### src/rtl/hb_pkg.sv
package hb_pkg;

    typedef enum logic [1:0] {
        SQ_OFF,
        SQ_REFRESH,
        SQ_HOLD,
        SQ_RUN
    } seq_state_e;

    // bit order of the packed vector: a_hi, a_lo, b_hi, b_lo
    typedef struct packed {
        logic a_hi;
        logic a_lo;
        logic b_hi;
        logic b_lo;
    } bridge_t;

    localparam int N_SW = 4;

    function automatic bridge_t bridge_map(input logic cmd, input logic hen);
        bridge_t r;
        r.a_hi = cmd & hen;
        r.b_lo = cmd;
        r.a_lo = ~cmd;
        r.b_hi = ~cmd & hen;
        return r;
    endfunction

endpackage

### src/rtl/hb_sequencer.sv
module hb_sequencer
    import hb_pkg::*;
#(
    parameter int REFRESH_CYC = 26,
    parameter int HOLD_CYC    = 45
) (
    input  logic clk,
    input  logic rst,
    input  logic dis,
    output logic run,
    output logic refresh
);
    localparam int CNT_W = $clog2(HOLD_CYC + 1);
    localparam logic [CNT_W-1:0] REF_LAST  = CNT_W'(REFRESH_CYC - 1);
    localparam logic [CNT_W-1:0] HOLD_LAST = CNT_W'(HOLD_CYC - 1);

    seq_state_e       state;
    logic [CNT_W-1:0] cnt;

    always_ff @(posedge clk) begin
        if (rst || dis) begin
            state <= SQ_OFF;
            cnt   <= '0;
        end else begin
            unique case (state)
                SQ_OFF: begin
                    state <= SQ_REFRESH;
                    cnt   <= '0;
                end
                SQ_REFRESH: begin
                    cnt <= cnt + CNT_W'(1);
                    if (cnt == REF_LAST) state <= SQ_HOLD;
                end
                SQ_HOLD: begin
                    cnt <= cnt + CNT_W'(1);
                    if (cnt == HOLD_LAST) state <= SQ_RUN;
                end
                SQ_RUN: state <= SQ_RUN;
                default: state <= SQ_OFF;
            endcase
        end
    end

    assign run     = (state == SQ_RUN);
    assign refresh = (state == SQ_REFRESH);

endmodule

### src/rtl/hb_turnon_delay.sv
module hb_turnon_delay #(
    parameter int DLY_W = 8
) (
    input  logic             clk,
    input  logic             rst,
    input  logic             req,
    input  logic [DLY_W-1:0] dly,
    output logic             gate
);
    logic [DLY_W-1:0] cnt;
    logic             on_q;

    always_ff @(posedge clk) begin
        if (rst || !req) begin
            cnt  <= '0;
            on_q <= 1'b0;
        end else if (!on_q) begin
            if (cnt == dly) on_q <= 1'b1;
            else            cnt  <= cnt + DLY_W'(1);
        end
    end

    // withdrawal of the request removes the gate without waiting for a clock
    assign gate = on_q & req;

endmodule

### src/rtl/hbridge_gate_ctrl.sv
module hbridge_gate_ctrl
    import hb_pkg::*;
#(
    parameter int DLY_W       = 8,
    parameter int REFRESH_CYC = 26,
    parameter int HOLD_CYC    = 45
) (
    input  logic             clk,
    input  logic             rst,
    input  logic             cmd,
    input  logic             hen,
    input  logic             dis,
    input  logic [DLY_W-1:0] hi_dly,
    input  logic [DLY_W-1:0] lo_dly,
    output logic             a_hi,
    output logic             a_lo,
    output logic             b_hi,
    output logic             b_lo
);
    logic             run;
    logic             refresh;
    bridge_t          req;
    logic [N_SW-1:0]  req_v;
    logic [N_SW-1:0]  gate_v;
    bridge_t          gate;

    hb_sequencer #(
        .REFRESH_CYC (REFRESH_CYC),
        .HOLD_CYC    (HOLD_CYC)
    ) u_seq (
        .clk     (clk),
        .rst     (rst),
        .dis     (dis),
        .run     (run),
        .refresh (refresh)
    );

    always_comb begin
        req = '0;
        if (run) req = bridge_map(cmd, hen);
    end

    assign req_v = req;

    for (genvar i = 0; i < N_SW; i++) begin : g_sw
        // odd bit positions of bridge_t are the high-side switches
        localparam bit IS_HIGH = (i % 2) == 1;
        hb_turnon_delay #(.DLY_W(DLY_W)) u_dly (
            .clk  (clk),
            .rst  (rst),
            .req  (req_v[i]),
            .dly  (IS_HIGH ? hi_dly : lo_dly),
            .gate (gate_v[i])
        );
    end

    assign gate = gate_v;

    assign a_hi = ~dis & gate.a_hi;
    assign b_hi = ~dis & gate.b_hi;
    assign a_lo = ~dis & (gate.a_lo | refresh);
    assign b_lo = ~dis & (gate.b_lo | refresh);

endmodule

### config.mk
export PLATFORM = sky130hd
export DESIGN_NAME = hbridge_gate_ctrl
export DESIGN_NICKNAME = d
export VERILOG_FILES = /design/src/rtl/hb_pkg.sv /design/src/rtl/hb_sequencer.sv /design/src/rtl/hb_turnon_delay.sv /design/src/rtl/hbridge_gate_ctrl.sv
export SDC_FILE = /design/constraint.sdc
export NUM_CORES = 1
export LEC_CHECK = 0
export BUFFER_PORTS_ARGS = -buffer_cell sky130_fd_sc_hd__buf_2
export CAP_MARGIN = 20
export CORE_ASPECT_RATIO = 0.75
export CORE_MARGIN = 2
export CORE_UTILIZATION = 59
export DETAILED_ROUTE_END_ITERATION = 8
export PLACE_DENSITY_LB_ADDON = 0.05
export SYNTH_ARGS = -nofsm -noshare
export SYNTH_HDL_FRONTEND = slang
export SYNTH_HIERARCHICAL = 1
export SYNTH_SLANG_ARGS = --single-unit
### constraint.sdc
create_clock -name clk -period 2.35 [get_ports clk]
set_clock_uncertainty 0.15 [all_clocks]
set_input_delay 0.47 -clock clk [delete_from_list [all_inputs] [get_ports clk]]
set_output_delay 0.47 -clock clk [all_outputs]
set_load 0.01 [all_outputs]
==> results.sh, run 1 <==
export IMPL_status="completed"
export IMPL_rows=21
export IMPL_htree_num_levels=2
export IMPL_total_power_w=0.00153
export IMPL_final_util=0.666
export IMPL_cts_path_max_buffers=2
export IMPL_yosys_warnings=6
export IMPL_maxSlewHeadroom=0.639
export IMPL_postCtsSetupBuffers=0
export IMPL_routed_wirelength_mm=5.06
export IMPL_vdd_drop_max_mv=0.356
export IMPL_final_min_period_over_clock_period=0.937
export IMPL_finalSetupViolCount=0
export IMPL_netlist_area_sq_um=2680
export IMPL_placedInstanceArea_sq_um=2810
export IMPL_numPortBuffers=24
export IMPL_post_route_cells_drive_above_1_share=0.222
export IMPL_tightest_slew_ns=0.542
export IMPL_synth_to_layout_area_growth_pct=9.71
export IMPL_number_of_buffers_created_by_cts=5
export IMPL_insertedDiodeCount=0
export IMPL_hp_class="reg -> reg"
export IMPL_grt_setup_unrepaired="no"
export IMPL_finalHoldViolCount=0
export IMPL_synth_edff_count=0
export IMPL_critPathBufInv=1
export IMPL_timing_critical_path_from_type="flop"
export IMPL_critical_path_top_delay_family="flip-flops"
export IMPL_first_global_vias=1957
export IMPL_mostFrequentLayoutCells="sky130_fd_sc_hd__dfxtp_1, sky130_fd_sc_hd__xor2_1, sky130_fd_sc_hd__nor2_1"
export IMPL_numClockSinks=44
export IMPL_cp_data_arrival_time_ns=1.58
export IMPL_ys_dominant_reg_cell="sky130_fd_sc_hd__dfxtp_1"
export IMPL_worstSetupEndpointType="output port"
export IMPL_pwr_density_cell_nw_per_um2=521
export IMPL_postSynth_asyncResetShare=0
export IMPL_mean_syn_cell_area_sq_um=8.88
export IMPL_filler_cell_count=406
export IMPL_groute_usage_overall=0.216
export IMPL_slowest_delay_ns=0.44
export IMPL_layout_min_cycle_time_ns=2.20
export IMPL_num_vias=2112
export IMPL_clkTransAtPathRegs_ns=0.08
export IMPL_detail_route_antenna_nets=0
export IMPL_die_h_microns=62.4
export IMPL_synth_seq_area_share=0.329
export IMPL_drtIter0Drc=122
export IMPL_area_of_all_placed_cells_without_fillers_sq_um=2940
export IMPL_largest_cells_by_area_after_synthesis="sky130_fd_sc_hd__dfxtp_1, sky130_fd_sc_hd__xor2_1, sky130_fd_sc_hd__ha_1"
export IMPL_fmax_mhz=454
export IMPL_number_of_instances_in_the_placed_design=375
export IMPL_avgRoutedWirePerCell_microns=13.2
export IMPL_ios=25
export IMPL_synthesized_netlist_cell_count=302
export IMPL_max_cap_viol_count=0
export IMPL_leakagePower_nw=1.24
export IMPL_num_nets_final=359
export IMPL_grt_start_max_net_pins=14
export IMPL_maxSlewViolCount=0
export IMPL_post_cts_hold_buffer_count=0
export IMPL_synth_top_cell_area_share=0.329
export IMPL_syn_nets=336
export IMPL_unique_masters_post_synth=32
export IMPL_cell_type_contributing_the_most_total_cell_area_after_synthesis="sky130_fd_sc_hd__dfxtp_1"
export IMPL_initial_core_util=0.607
export IMPL_critPathRequiredTime_ns=1.73
export IMPL_timing_critical_path_cells="ha_1 -> nor2b_1 -> and2_1 -> o21ba_1 -> buf_2"
export IMPL_timing_setup_critical_path_class="reg -> out"
export IMPL_gpl_final_weighted_congestion=0.785
export IMPL_timing_setup_tns_ns=0
export IMPL_cts_root_buffer_cell="sky130_fd_sc_hd__clkbuf_8"
export IMPL_most_frequent_standard_cell_in_the_layout_excluding_fill_and_tap_cells="sky130_fd_sc_hd__dfxtp_1"
export IMPL_path_max_fanout=6
export IMPL_die_area_sq_um=5110
export IMPL_yosys_register_bits=44
export IMPL_route_detailed_drc=0
export IMPL_worstSkewPairLatency_ns=0.29
export IMPL_layoutNonFillerInstCount=382
export IMPL_cts_repair_resized=0
export IMPL_clock_tree_from_tritoncts="done"
export IMPL_grt_pass1_wl_mm=8.71
export IMPL_antenna_found_initial=0
export IMPL_dp_hpwl_mm=3.89
export IMPL_vias_per_cell=5.53
export IMPL_floorplan_die_width_microns=81.8
export IMPL_grt_overflow_total=0
export IMPL_floorplan_core_area_sq_um=4410
export IMPL_drtPass1Iterations=4
export IMPL_slowest_stage="sky130_fd_sc_hd__dfxtp_1"
[synth_stat cells (8+ instances only)]
master                     number
sky130_fd_sc_hd__and3_2         8
sky130_fd_sc_hd__a31o_2        12
sky130_fd_sc_hd__nor2b_1        8
sky130_fd_sc_hd__nor2_1        30
sky130_fd_sc_hd__dfxtp_1       44
sky130_fd_sc_hd__a211oi_1       8
sky130_fd_sc_hd__xor2_1        35
sky130_fd_sc_hd__nor4_2         8
sky130_fd_sc_hd__nand2_1       17
sky130_fd_sc_hd__ha_1          13
sky130_fd_sc_hd__xnor2_1       13
sky130_fd_sc_hd__nand3_1       15
sky130_fd_sc_hd__a21oi_2        8
sky130_fd_sc_hd__a21oi_1       15
sky130_fd_sc_hd__inv_1         13
[area by class of cell]
class	count	area, sq um	area share
clock inverters	2	60.1	0.0204
multi-input cells	237	1690	0.575
flip-flops and latches	44	881	0.299
clock buffers	5	68.8	0.0234
inverters	13	48.8	0.0166
repair buffers	24	120	0.0408
well taps	57	71.3	0.0242
[logic make-up (layout without fill, tap and decap cells)]
kind of cell | Yosys count | count (layout) | synth area share
AND/OR/NAND/NOR | 118 | 118 | 0.256
AO/OA/AOI/OAI | 57 | 57 | 0.154
XOR/XNOR | 48 | 48 | 0.157
flip-flops | 44 | 44 | 0.329
buffers and inverters | 21 | 44 | 0.0406
adder cells (fa/ha/maj) | 13 | 13 | 0.0607
multiplexers | 1 | 1 | 0.00373
[power by group]
part,leakage (nW),internal (W),switching [W]
logic,0.818,0.0000448,0.0000544
clock network,0.0642,0.000419,0.000261
registers,0.355,0.000749,0.00000639
total,1.24,0.00121,0.000321
[flip-flops by register name, summed over array words and instances (netlist names)]
register and count:
g_sw.u_dly/cnt 32, g_sw.u_dly/on_q 4, u_seq/cnt 6, u_seq/state 2
[tightest hold or removal path: stages (launching register included)]
cell                      delay, ns
sky130_fd_sc_hd__dfxtp_1       0.34
sky130_fd_sc_hd__o21ai_0       0.08
sky130_fd_sc_hd__a21oi_1       0.06
[path summary, 6_finish.rpt]
path,start,end,slack (ns),cells after the start
max,u_seq/state[0],a_lo,0.15,5
min,u_seq/cnt[5],u_seq/cnt[5],0.37,2
max reg2reg,g_sw[3].u_dly/cnt[2],g_sw[3].u_dly/cnt[2],0.53,5
min reg2reg,u_seq/cnt[5],u_seq/cnt[5],0.37,2
[layer usage]
metal / vias to the layer above / wire, microns / GRT usage
li1: 1099 / - / -
met1: 969 / 2670 / 0.316
met2: 39 / 2170 / 0.320
met3: 5 / 188 / 0.0506
met4: 0 / 38 / 0.0500
met5: - / 0 / 0
[metrics by stage]
| stage | setup slack (ns) | hold slack (ns) |
|---|---|---|
| 6_report | 0.147 | 0.370 |
| 5_1_grt | 0.00229 | 0.394 |
| 3_3_place_gp | 0.396 | 0.351 |
| 3_5_place_dp | 0.375 | 0.364 |
| 4_1_cts | 0.109 | 0.377 |
| 2_1_floorplan | 0.627 | 0.330 |
Power figures use the tool's default switching activity.
==> run 2, diff against run 1 <==
- MAX_ROUTING_LAYER: unset -> met4
- RECOVER_POWER: unset -> 100
==> results.sh, run 2 (synthesis results as in run 1) <==
export IMPL_num_vias=2098
export IMPL_detail_route_antenna_nets=0
export IMPL_slowest_stage="sky130_fd_sc_hd__dfxtp_1"
export IMPL_critPathBufInv=1
export IMPL_grt_start_max_net_pins=14
export IMPL_hp_class="reg -> reg"
export IMPL_synth_to_layout_area_growth_pct=7.14
export IMPL_grt_setup_unrepaired="no"
export IMPL_cp_data_arrival_time_ns=1.59
export IMPL_crit_reg2reg_capture="g_sw[2].u_dly/cnt[5]"
export IMPL_numPortBuffers=24
export IMPL_cts_repair_resized=0
export IMPL_timing_setup_critical_path_class="reg -> out"
export IMPL_cts_path_max_buffers=2
export IMPL_top_flop_regs="g_sw.u_dly/cnt x32, u_seq/cnt x6, g_sw.u_dly/on_q x4"
export IMPL_antenna_found_initial=0
export IMPL_clkTransAtPathRegs_ns=0.08
export IMPL_mostFrequentLayoutCells="sky130_fd_sc_hd__dfxtp_1, sky130_fd_sc_hd__xor2_1, sky130_fd_sc_hd__nor2_1"
export IMPL_num_nets_final=359
export IMPL_die_area_sq_um=5110
export IMPL_vias_per_cell=5.49
export IMPL_die_h_microns=62.4
export IMPL_largest_register="g_sw.u_dly/cnt"
export IMPL_largest_register_ffs=32
export IMPL_worstSetupEndpointType="output port"
export IMPL_cts_root_buffer_cell="sky130_fd_sc_hd__clkbuf_8"
export IMPL_most_frequent_standard_cell_in_the_layout_excluding_fill_and_tap_cells="sky130_fd_sc_hd__dfxtp_1"
export IMPL_number_of_buffers_created_by_cts=5
export IMPL_floorplan_die_width_microns=81.8
export IMPL_groute_usage_overall=0.222
export IMPL_htree_num_levels=2
export IMPL_final_min_period_over_clock_period=0.941
export IMPL_routed_wirelength_mm=5.06
export IMPL_rows=21
export IMPL_worst_hold_slack_after_final_layout_ns=0.364
export IMPL_grt_pass1_wl_mm=8.71
export IMPL_maxSlewViolCount=0
export IMPL_route_detailed_drc=0
export IMPL_post_route_cells_drive_above_1_share=0.178
export IMPL_dp_hpwl_mm=3.89
export IMPL_ios=25
export IMPL_timing_critical_path_cells="ha_1 -> nor2b_1 -> and2_1 -> o21ba_1 -> buf_2"
export IMPL_maxSlewHeadroom=0.424
export IMPL_clock_tree_from_tritoncts="done"
export IMPL_slowest_delay_ns=0.44
export IMPL_first_global_vias=1958
export IMPL_grt_overflow_total=0
export IMPL_drtIter0Drc=125
export IMPL_timing_reg2reg_worst_path_depth=5
export IMPL_timing_setup_tns_ns=0
export IMPL_gpl_final_weighted_congestion=0.796
export IMPL_layout_min_cycle_time_ns=2.21
export IMPL_avgRoutedWirePerCell_microns=13.2
export IMPL_worstSkewPairLatency_ns=0.29
export IMPL_floorplan_core_area_sq_um=4410
export IMPL_pwr_density_cell_nw_per_um2=531
export IMPL_crit_start="u_seq/state[0]"
export IMPL_max_cap_viol_count=0
export IMPL_insertedDiodeCount=0
export IMPL_crit_cells=5
export IMPL_numClockSinks=44
export IMPL_worst_r2r_setup_slack_ns=0.27
export IMPL_critical_path_top_delay_family="flip-flops"
export IMPL_finalSetupViolCount=0
export IMPL_setup_worst_path_end="a_lo"
export IMPL_vdd_drop_max_mv=0.338
export IMPL_path_max_fanout=6
export IMPL_reg2reg_from="g_sw[2].u_dly/cnt[2]"
export IMPL_status="completed"
export IMPL_timing_critical_path_from_type="flop"
export IMPL_finalHoldViolCount=0
export IMPL_drtPass1Iterations=4
export IMPL_fmax_mhz=452
export IMPL_critPathRequiredTime_ns=1.73
export IMPL_initial_core_util=0.607
export IMPL_tightest_slew_ns=0.863
export IMPL_leakagePower_nw=1.23
export IMPL_postCtsSetupBuffers=0
export IMPL_post_cts_hold_buffer_count=0
==> run 2: how the worst min path moves through the flow <==
stage | start | endpoint | slack, ns | depth (start not counted)
floorplan | g_sw[0].u_dly/cnt[1] | g_sw[0].u_dly/cnt[1] | 0.33 | 2
global placement | u_seq/cnt[5] | u_seq/cnt[5] | 0.35 | 2
detailed placement | u_seq/cnt[5] | u_seq/cnt[5] | 0.36 | 2
CTS | u_seq/cnt[5] | u_seq/cnt[5] | 0.38 | 2
global route | u_seq/cnt[5] | u_seq/cnt[5] | 0.38 | 2
finish | u_seq/cnt[5] | u_seq/cnt[5] | 0.36 | 2
==> run 2: worst reg2reg max path, cell delays in order (launching register included) <==
cell                      delay, ns
sky130_fd_sc_hd__dfxtp_1       0.38
sky130_fd_sc_hd__xor2_1        0.18
sky130_fd_sc_hd__nor4_1        0.48
sky130_fd_sc_hd__a21oi_1       0.40
sky130_fd_sc_hd__a31o_2        0.31
sky130_fd_sc_hd__a21oi_1       0.11
==> run 2: layout make-up <==
class,instances,area [sq um]
flip-flops and latches,44,881
clock inverters,2,60.1
fillers,421,1540
clock buffers,5,68.8
multi-input cells,237,1620
well taps,57,71.3
inverters,13,48.8
repair buffers,24,119
==> run 2: report_power, final <==
group | internal, W | total, W | switching (W)
clock network | 0.000419 | 0.000677 | 0.000258
logic | 0.0000425 | 0.0000924 | 0.0000500
registers | 0.000749 | 0.000755 | 0.00000641
total | 0.00121 | 0.00152 | 0.000315
==> run 2: layer usage <==
metal  wire, microns  GRT usage  up-vias
li1                -          -     1094
met1            2690      0.318      973
met2            2190      0.320       26
met3             149     0.0477        5
met4              37     0.0500        0
met5               0          -        -
==> run 2: per-stage QoR <==
stage,setup WS [ns],utilization,cell area [sq um],total power [W],std cells
5_1_grt,0.00286,0.651,2870,0.00159,382
3_3_place_gp,0.396,0.637,2810,0.000871,375
3_5_place_dp,0.375,0.637,2810,0.000872,375
6_report,0.139,0.651,2870,0.00152,382
4_1_cts,0.109,0.666,2940,0.00154,382
2_1_floorplan,0.627,-,2680,0.000832,302
